## src/rtl/ledBlinkPkg.sv

```systemverilog
package ledBlinkPkg;
  localparam int NUM_PINS    = 32;
  localparam int SHARED_PINS = 24;
  localparam int NUM_SLOTS   = NUM_PINS - SHARED_PINS + 1;
  localparam int LO_PINS     = 5;
  localparam int HI_PINS     = NUM_SLOTS - 1 - LO_PINS;
  localparam int DUTY_W      = 8;
  localparam int CFG_W       = 6;
  localparam int NUM_RATES   = 4;
  localparam int NUM_WAVES   = 2 * NUM_RATES + 1;
  localparam int WAVE_IDX_W  = $clog2(NUM_WAVES);
  localparam int ADDR_W      = 6;
  localparam int DATA_W      = 32;
  localparam int ADDR_MASK   = NUM_PINS;
  localparam int ADDR_CFG_LO = NUM_PINS + 1;
  localparam int ADDR_CFG_HI = NUM_PINS + 2;
  localparam int ADDR_CFG_SH = NUM_PINS + 3;
  localparam int unsigned RATE_DIV [NUM_RATES] = '{4000, 2000, 1000, 800};
  localparam int DIV_CNT_W   = $clog2(4000);

  typedef enum logic [1:0] {
    SRC_FIX      = 2'd0,
    SRC_TMR      = 2'd1,
    SRC_FAST     = 2'd2,
    SRC_FAST_ALT = 2'd3
  } blinkSrc_e;

  // strobes from the timebase to the pin datapath
  typedef struct packed {
    logic [DUTY_W-1:0]    pwmCnt;
    logic [NUM_WAVES-1:0] wave;
    logic [NUM_WAVES-1:0] term;
  } tbStrb_t;

  // wave index: 0..3 fixed-tick rates, 4..7 timer rates, 8 undivided timer
  function automatic logic [WAVE_IDX_W-1:0] waveIndex(input logic [CFG_W-1:0] cfg);
    logic [WAVE_IDX_W-1:0] idx;
    case (blinkSrc_e'(cfg[5:4]))
      SRC_FIX: idx = WAVE_IDX_W'(cfg[1:0]);
      SRC_TMR: idx = WAVE_IDX_W'(NUM_RATES) + WAVE_IDX_W'(cfg[3:2]);
      default: idx = WAVE_IDX_W'(NUM_WAVES - 1);
    endcase
    return idx;
  endfunction
endpackage

```

## src/rtl/ledTimebase.sv

```systemverilog
module ledTimebase
  import ledBlinkPkg::*;
(
  input  logic    clk,
  input  logic    rstN,
  input  logic    fixTick,
  input  logic    tmrTick,
  output tbStrb_t strb
);
  logic [DUTY_W-1:0]    pwmCnt;
  logic [NUM_WAVES-1:0] waveVec;
  logic [NUM_WAVES-1:0] termVec;
  logic                 fastWave;

  always_ff @(posedge clk or negedge rstN) begin
    if (!rstN) pwmCnt <= '0;
    else       pwmCnt <= pwmCnt + 1'b1;
  end

  for (genvar g = 0; g < 2 * NUM_RATES; g++) begin : g_div
    localparam logic [DIV_CNT_W-1:0] LAST = DIV_CNT_W'(RATE_DIV[g % NUM_RATES] - 1);
    logic srcTick;
    logic [DIV_CNT_W-1:0] cnt;
    logic wv;
    if (g < NUM_RATES) begin : g_fix
      assign srcTick = fixTick;
    end else begin : g_tmr
      assign srcTick = tmrTick;
    end
    always_ff @(posedge clk or negedge rstN) begin
      if (!rstN) begin
        cnt <= '0;
        wv  <= 1'b1;
      end else if (srcTick) begin
        if (cnt == LAST) begin
          cnt <= '0;
          wv  <= ~wv;
        end else begin
          cnt <= cnt + 1'b1;
        end
      end
    end
    assign termVec[g] = srcTick && (cnt == LAST);
    assign waveVec[g] = wv;
  end

  always_ff @(posedge clk or negedge rstN) begin
    if (!rstN)        fastWave <= 1'b1;
    else if (tmrTick) fastWave <= ~fastWave;
  end
  assign termVec[NUM_WAVES-1] = tmrTick;
  assign waveVec[NUM_WAVES-1] = fastWave;

  assign strb = '{pwmCnt: pwmCnt, wave: waveVec, term: termVec};
endmodule

```

## src/rtl/ledPinPath.sv

```systemverilog
module ledPinPath
  import ledBlinkPkg::*;
(
  input  logic                             clk,
  input  logic                             rstN,
  input  tbStrb_t                          strb,
  input  logic                             regWe,
  input  logic [ADDR_W-1:0]                regAddr,
  input  logic [DATA_W-1:0]                regWdata,
  output logic [DATA_W-1:0]                regRdata,
  output logic [NUM_PINS-1:0]              ledOut,
  output logic [NUM_PINS*DUTY_W-1:0]       dutyFlat,
  output logic [NUM_PINS-1:0]              maskOut,
  output logic [NUM_SLOTS*WAVE_IDX_W-1:0]  effFlat
);
  logic [DUTY_W-1:0]     duty   [NUM_PINS];
  logic [NUM_PINS-1:0]   blinkMask;
  logic [CFG_W-1:0]      cfgSlot[NUM_SLOTS];
  logic [WAVE_IDX_W-1:0] effIdx [NUM_SLOTS];

  // register bank; slot 0 is shared by the lower pins, slot k by pin SHARED_PINS+k-1
  always_ff @(posedge clk or negedge rstN) begin
    if (!rstN) begin
      blinkMask <= '0;
      for (int p = 0; p < NUM_PINS; p++) duty[p] <= '0;
      for (int s = 0; s < NUM_SLOTS; s++) cfgSlot[s] <= '0;
    end else if (regWe) begin
      for (int p = 0; p < NUM_PINS; p++)
        if (regAddr == ADDR_W'(p)) duty[p] <= regWdata[DUTY_W-1:0];
      if (regAddr == ADDR_W'(ADDR_MASK)) blinkMask <= regWdata[NUM_PINS-1:0];
      if (regAddr == ADDR_W'(ADDR_CFG_LO))
        for (int k = 0; k < LO_PINS; k++) cfgSlot[1+k] <= regWdata[k*CFG_W +: CFG_W];
      if (regAddr == ADDR_W'(ADDR_CFG_HI))
        for (int k = 0; k < HI_PINS; k++) cfgSlot[1+LO_PINS+k] <= regWdata[k*CFG_W +: CFG_W];
      if (regAddr == ADDR_W'(ADDR_CFG_SH)) cfgSlot[0] <= regWdata[CFG_W-1:0];
    end
  end

  always_comb begin
    regRdata = '0;
    for (int p = 0; p < NUM_PINS; p++)
      if (regAddr == ADDR_W'(p)) regRdata[DUTY_W-1:0] = duty[p];
    if (regAddr == ADDR_W'(ADDR_MASK)) regRdata[NUM_PINS-1:0] = blinkMask;
    if (regAddr == ADDR_W'(ADDR_CFG_LO))
      for (int k = 0; k < LO_PINS; k++) regRdata[k*CFG_W +: CFG_W] = cfgSlot[1+k];
    if (regAddr == ADDR_W'(ADDR_CFG_HI))
      for (int k = 0; k < HI_PINS; k++) regRdata[k*CFG_W +: CFG_W] = cfgSlot[1+LO_PINS+k];
    if (regAddr == ADDR_W'(ADDR_CFG_SH)) regRdata[CFG_W-1:0] = cfgSlot[0];
  end

  // effective wave per slot, swapped only on the terminal count of the wave in use
  always_ff @(posedge clk or negedge rstN) begin
    if (!rstN) begin
      for (int s = 0; s < NUM_SLOTS; s++) effIdx[s] <= '0;
    end else begin
      for (int s = 0; s < NUM_SLOTS; s++)
        if (strb.term[effIdx[s]]) effIdx[s] <= waveIndex(cfgSlot[s]);
    end
  end

  for (genvar p = 0; p < NUM_PINS; p++) begin : g_pin
    localparam int SLOT = (p < SHARED_PINS) ? 0 : p - SHARED_PINS + 1;
    logic pwmOn;
    assign pwmOn     = (duty[p] == {DUTY_W{1'b1}}) || (strb.pwmCnt < duty[p]);
    assign ledOut[p] = blinkMask[p] ? (pwmOn & strb.wave[effIdx[SLOT]]) : pwmOn;
    assign dutyFlat[p*DUTY_W +: DUTY_W] = duty[p];
  end

  for (genvar s = 0; s < NUM_SLOTS; s++) begin : g_flat
    assign effFlat[s*WAVE_IDX_W +: WAVE_IDX_W] = effIdx[s];
  end

  assign maskOut = blinkMask;
endmodule

```

## src/rtl/ledBlinkGen.sv

```systemverilog
module ledBlinkGen
  import ledBlinkPkg::*;
(
  input  logic                clk,
  input  logic                rstN,
  input  logic                fixTick,
  input  logic                tmrTick,
  input  logic                regWe,
  input  logic [ADDR_W-1:0]   regAddr,
  input  logic [DATA_W-1:0]   regWdata,
  output logic [DATA_W-1:0]   regRdata,
  output logic [NUM_PINS-1:0] ledOut
);
  tbStrb_t                          strb;
  logic [NUM_PINS*DUTY_W-1:0]       dutyFlat;
  logic [NUM_PINS-1:0]              maskOut;
  logic [NUM_SLOTS*WAVE_IDX_W-1:0]  effFlat;

  ledTimebase uTime (
    .clk(clk), .rstN(rstN), .fixTick(fixTick), .tmrTick(tmrTick), .strb(strb)
  );

  ledPinPath uPath (
    .clk(clk), .rstN(rstN), .strb(strb), .regWe(regWe), .regAddr(regAddr),
    .regWdata(regWdata), .regRdata(regRdata), .ledOut(ledOut),
    .dutyFlat(dutyFlat), .maskOut(maskOut), .effFlat(effFlat)
  );
endmodule

```

## config.mk

```make
export PLATFORM = sky130hd
export DESIGN_NAME = ledBlinkGen
export DESIGN_NICKNAME = d
export VERILOG_FILES = /design/src/rtl/ledBlinkPkg.sv /design/src/rtl/ledTimebase.sv /design/src/rtl/ledPinPath.sv /design/src/rtl/ledBlinkGen.sv
export SDC_FILE = /design/constraint.sdc
export NUM_CORES = 1
export LEC_CHECK = 0
export CORE_UTILIZATION = 61
export DETAILED_ROUTE_END_ITERATION = 7
export GPL_ROUTABILITY_DRIVEN = 1
export GPL_TIMING_DRIVEN = 1
export PLACE_DENSITY = 0.79
export SKIP_CTS_REPAIR_TIMING = 1
export SLEW_MARGIN = 20
export SYNTH_ARGS = -nofsm -noshare
export SYNTH_HDL_FRONTEND = slang
export SYNTH_SLANG_ARGS = --single-unit
```

## constraint.sdc

```tcl
create_clock -name clk -period 5.7 [get_ports clk]
set_input_delay 1.71 -clock clk [delete_from_list [all_inputs] [get_ports clk]]
set_output_delay 1.71 -clock clk [all_outputs]
set_load 0.05 [all_outputs]
```

# Yosys cells after proc, flatten, opt, wreduce, memory -nomap -nowiden
# Cells that the tools add are included.
dict set report op_classes {
  n_lt_le_gt_ge 41
  mux 121
  bitwise 41
  addsub 18
  reduce_logical 94
  n_eq_ne 84
}
# operator count
set ops {}
lappend ops {{$eq A8 B8 Y1 const B} 32}
lappend ops {{$lt A8 B8 Y1} 32}
lappend ops {{$mux W8} 32}
lappend ops {{$add A12 B1 Y12 const B} 8}
lappend ops {{$eq A6 B5 Y1 const B} 16}
lappend ops {{$mux W12} 8}
lappend ops {{$reduce_and A2 Y1} 44}
lappend ops {{$bmux W1 S4} 18}
lappend ops {{$pmux W4 S2} 9}
lappend ops {{$mux W1} 50}
lappend ops {{$eq A12 B10 Y1 const B} 4}
lappend ops {{$eq A6 B4 Y1 const B} 8}
lappend ops {{$lt A4 B5 Y1 const B} 9}
lappend ops {{$add A3 B2 Y4 const A} 9}
lappend ops {{$and A1 B1 Y1} 32}
lappend ops {{$logic_or A1 B1 Y1} 32}
lappend ops {{$mux W32} 1}
lappend ops {{$mux W30} 1}
lappend ops {{$eq A12 B11 Y1 const B} 2}
lappend ops {{$eq A12 B12 Y1 const B} 2}
lappend ops {{$eq A6 B3 Y1 const B} 4}
lappend ops {{$eq A6 B6 Y1 const B} 4}
lappend ops {{$eq A2 B1 Y1 const B} 9}
lappend ops {{$logic_not A2 Y1} 9}
lappend ops {{other kinds (8)} 24}
dict set report word_totals {
  regBits 491
  wordCells 468
}

# Depth between registers and ports, before layout
dict set report depth {
  word_depth 37
  mapped_depth 10
  depth_no_buf 8
}

# Hierarchy
# Synthesis repeated with hierarchy kept, for this count alone.
dict set report hier_totals {
  hier_cells 3220
  hier_area_um2 30932.2
}
# module cells_per_inst seq_area_each_um2 n_inst area_each_um2
set modules_own_cells {}
lappend modules_own_cells {ledPinPath 2684 9459.1 1 25468.2}
lappend modules_own_cells {ledTimebase 536 2839.0 1 5464.0}

# Worst setup path before layout
# Ideal clock, no wire load.
dict set report synth_timing {
  path_kind {input -> output}
  startpoint {input port regAddr[1]}
  endpoint {output port regRdata[2]}
  path_slack_ns -0.478
  cell_stages 8
  required_time_ns 3.990
  n_path_buf 4
  t_arrival_ns 4.468
  cell_sequence {clkbuf_1 > clkbuf_1 > clkbuf_1 > buf_1 > mux2i_1 > o21ai_0 > a21oi_1 > a211oi_1}
}
dict set report synth_between {
  elab_chain_cells 37
  word_cells_on_any_way 72
  cone_classes {eq/ne (35); mux (36); reduce/logical (1)}
}
# element line_no
set synth_lines {}
lappend synth_lines {{start, declared} ledBlinkGen.sv:9} ;# input logic [ADDR_W-1:0] regAddr,
lappend synth_lines {{$logic_not A6 Y1} ledPinPath.sv:42} ;# if (regAddr == ADDR_W'(p)) regRdata[DUTY_W-1:0] = duty[p];
lappend synth_lines {{$mux W8 (32 in series)} ledPinPath.sv:42}
lappend synth_lines {{$mux W32} ledPinPath.sv:43} ;# if (regAddr == ADDR_W'(ADDR_MASK)) regRdata[NUM_PINS-1:0] = blinkMask;
lappend synth_lines {{$mux W30} ledPinPath.sv:44} ;# if (regAddr == ADDR_W'(ADDR_CFG_LO))
lappend synth_lines {{$mux W18} ledPinPath.sv:46} ;# if (regAddr == ADDR_W'(ADDR_CFG_HI))
lappend synth_lines {{$mux W6 *} ledPinPath.sv:48} ;# if (regAddr == ADDR_W'(ADDR_CFG_SH)) regRdata[CFG_W-1:0] = cfgSlot[0];
lappend synth_lines {{end, declared} ledBlinkGen.sv:11} ;# output logic [DATA_W-1:0] regRdata,
# Every way passes the cells marked *; elsewhere a longest branch is shown, timed or not.

# Worst setup path after layout
dict set report layout_timing {
  startpoint {input port regAddr[1]}
  endpoint {output port regRdata[7]}
}
dict set report layout_between {
  elab_chain_cells 36
  word_cells_on_any_way 70
  cone_classes {eq/ne (34); mux (35); reduce/logical (1)}
}
# element line_no
set layout_lines {}
lappend layout_lines {{$logic_not A6 Y1} ledPinPath.sv:42}
lappend layout_lines {{$mux W8 (32 in series)} ledPinPath.sv:42}
lappend layout_lines {{$mux W32} ledPinPath.sv:43}
lappend layout_lines {{$mux W30} ledPinPath.sv:44}
lappend layout_lines {{$mux W18 *} ledPinPath.sv:46}
# Marked as above.

==> impl_metrics.csv <==
group,metric,value,unit
run_status,status,"complete, no violations",
clock_network,cts_root_buffer,"clkbuf_16",
yosys,synth_area_per_cell,9.59,um2
floorplan,die_h,227,um
setup_path,end_kind,"primary output",
global_route,grt_max_degree,104,
floorplan,core,0.0501,mm2
floorplan,rows,82,
setup_path,worstSetupPathType,"in2out",
drt,wl_per_cell,25.3,um
yosys,synthArstFlopShare,100,%
setup_path,arrival,3.97,ns
yosys,synth_nets,3501,
place,pre_cts_ws,-0.402,ns
floorplan,ioPinCount,107,
yosys,yosysWarnings,0,
drt,routed_wl,103000,um
timing,worstMarginPinSlew,1.23,ns
timing,finalHoldViolCount,0,
job,cap_violations,0,
final_layout,area_delta_synth_final,15.8,%
setup_path,start_kind,"primary input",
drt,drt-initial-drc-count,3077,
timing,slew_headroom,18.0,%
yosys,ys_ff_latch,491,
setup_path,reg2reg_slack,2.45,ns
power_and_ir_drop,leakage,16.8,nW
clock_network,clockBufferDepth,3,
setup_path,cp_slowest_cell,"mux2i_2",
clock_network,cts.clk_slew.worst_paths,0.06,ns
timing,hold_slack,0.477,ns
setup_path,crit_family,"compound AO/OA/AOI/OAI gates",
final_layout,nNetsFinal,3651,
yosys,synthesis.area,0.0309,mm2
drt,drc_errors,0,
power_and_ir_drop,power.density,315,mW/mm2
setup_path,critPathMaxStageDelay,0.41,ns
yosys,yosysSeqAreaShare,39.8,%
place,gp_congestion,1.01,
clock_network,cts_tree,"built",
min_path,holdPathStages,1,
drt,dr.pass1.iters,6,
timing,rsz0062_at_grt,"no",
global_route,grt_use_total,40.6,%
min_path,hold_path.class,"reg2reg",
floorplan,die_w,227,um
timing,drv_slew,0,
drt,vias_per_cell,6.65,
place,hpwlAfterDp,72500,um
clock_network,cts_buffers,54,
setup_path,crit_chain,"buf_4, buf_12, mux2i_2, a21oi_1, a31oi_1, o221ai_4, o211ai_1, o211ai_1, buf_4",
floorplan,start_util,61.8,%
global_route,gr-total-overflow,0,
timing,fmax,176,MHz
drt,final_antenna_net_count,0,
clock_network,clk_latency,0.63,ns
final_layout,n_fill_cell,3713,
setup_path,crit_fanout,24,
setup_path,worst_ep_required_time,3.99,ns
clock_network,cts.htree.levels,2,
timing,finalCritPeriodShare,99.7,%
global_route,antenna_found_initial,8,
timing,period_needed,5.68,ns
floorplan,die_area,0.0516,mm2
timing,fin_skew,0.0126,ns
yosys,synth_edf_count,0,
yosys,synth_cells,3225,
final_layout,post-route-util,71.5,%
timing,worst_slack,0.0171,ns
yosys,ys.flop_type,"dfrtp_1",
setup_path,critPathBufInv,3,
setup_path,crit_cells,9,
yosys,synth_cell_type_count,79,
drt,vias,27214,
timing,finalSetupViolations,0,
global_route,grt_pass1_vias,27157,
place,io_buffers,106,
final_layout,drive_above_1_share,18.1,%
global_route,grt_pass1_wl,159000,um
setup_path,r2r_cells,7,
power_and_ir_drop,power,11.3,mW
clock_network,numClockSinks,491,
timing,fin_setup_tns,0,ns
power_and_ir_drop,ir_drop,0.000324,V
## registers in the layout, summed over array words and instances, names as in the netlist
name / flops
uTime.pwmCnt: 8
uTime.fastWave: 1
uPath.dutyFlat: 256
uTime.g_div.cnt: 96
uPath.cfgSlot: 54
uTime.g_div.wv: 8
uPath.effFlat: 36
uPath.maskOut: 32
## kinds of logic (layout without fill, tap and decap cells)
kind of cell               after synthesis  after routing  synth area share, %
AOI/OAI and AO/OA                      774            774                 15.6
xor gates and xnor gates                85             85                 2.41
adders and majority gates              233            233                 9.43
buffers and inverters                  432            623                 5.29
DFF                                    491            491                 39.8
muxes                                  340            340                 13.8
other                                    0              2                    0
and+or+nand+nor                        870            870                 13.7
## synthesized netlist by cell type, types with 6 or more instances
library cell	count	area share, %
a21oi_1	145	2.3
inv_1	249	3.0
nor3_1	37	0.60
or4_1	13	0.32
nand2_1	332	4.0
and4_1	9	0.25
a22oi_1	33	0.80
a31oi_1	19	0.38
buf_1	37	0.45
ha_1	233	9.4
a32oi_1	6	0.17
nor2b_1	6	0.12
and3_1	19	0.38
dfrtp_1	482	39
mux2i_1	91	2.9
o22a_1	26	0.74
o21a_1	7	0.17
or3_1	10	0.20
xnor2_1	52	1.5
nand3_1	58	0.94
o221ai_1	11	0.31
nor4bb_1	7	0.23
a221oi_1	11	0.31
nand2b_1	39	0.79
nor4_1	7	0.14
a211oi_1	34	0.83
nand4_1	96	1.9
o22ai_1	24	0.49
mux4_2	48	3.5
buf_2	9	0.15
dfstp_2	9	0.76
a21o_1	99	2.4
o211ai_1	20	0.49
nor4b_1	8	0.23
mux2_2	201	7.3
nor2_1	189	2.3
nand4b_1	7	0.20
o31ai_1	8	0.19
clkbuf_1	135	1.6
xor2_1	33	0.93
o21ai_0	279	4.5
a22o_1	7	0.20
## worst paths after layout
kind / start / endpoint
max: regAddr[1] / regRdata[7]
min: uTime.g_div[5].cnt[11] / uTime.g_div[5].cnt[11]
max reg2reg: uTime.g_div[6].cnt[0] / uPath.effFlat[25]
min reg2reg: uTime.g_div[5].cnt[11] / uTime.g_div[5].cnt[11]
max in group asynchronous: rstN / uTime.g_div[5].wv
min in group asynchronous: rstN / uPath.dutyFlat[101]
## report_power, final
group	switching (mW)	total, mW	leakage (nW)	internal (mW)
combinational	1.61	2.80	9.86	1.19
sequential	0.810	4.91	6.03	4.10
clock	1.51	3.56	0.870	2.05
## cell type report
| cell class | count | area (um2) | share of cell area (%) |
|---|---|---|---|
| timing repair buffer | 276 | 2720 | 7.60 |
| tap | 672 | 841 | 2.35 |
| multi-input combinational | 2302 | 17200 | 48.1 |
| inverter | 250 | 938 | 2.62 |
| sequential | 491 | 12300 | 34.4 |
| clock buffer | 76 | 1520 | 4.26 |
| antenna | 2 | 5.00 | 0.0140 |
| clock inverter | 21 | 248 | 0.692 |
## cell usage in the layout (no fill, tap or decap), types with 26 or more instances in the layout
master / n
xnor2_1: 52
mux4_2: 48
inv_1: 249
buf_12: 39
mux2i_1: 90
o22a_1: 26
nand4_1: 96
o21ai_0: 273
clkbuf_16: 54
a21oi_1: 143
clkdlybuf4s50_1: 52
nand2_1: 332
nor2_1: 187
a211oi_1: 32
ha_1: 233
mux2_2: 201
buf_4: 171
nand2b_1: 39
nor3_1: 32
nand3_1: 57
xor2_1: 33
a21o_1: 99
dfrtp_1: 479
a22oi_1: 33
## metal layers
| metal | part of all wire, % | global-route usage (%) |
|---|---|---|
| met2 | 46 | 64.0 |
| met5 | 0.059 | 0 |
| met3 | 9.5 | 8.54 |
| met4 | 6.2 | 23.7 |
| met1 | 38 | 51.8 |
## metrics by stage
step | instance area (um2) | instances
floorplan | 30900 | 3225
global placement | 33900 | 3989
detailed placement | 33900 | 3989
CTS | 35700 | 4086
global route | 35800 | 4088
finish | 35800 | 4090
Note: power is estimated with default switching activity, not from simulation.
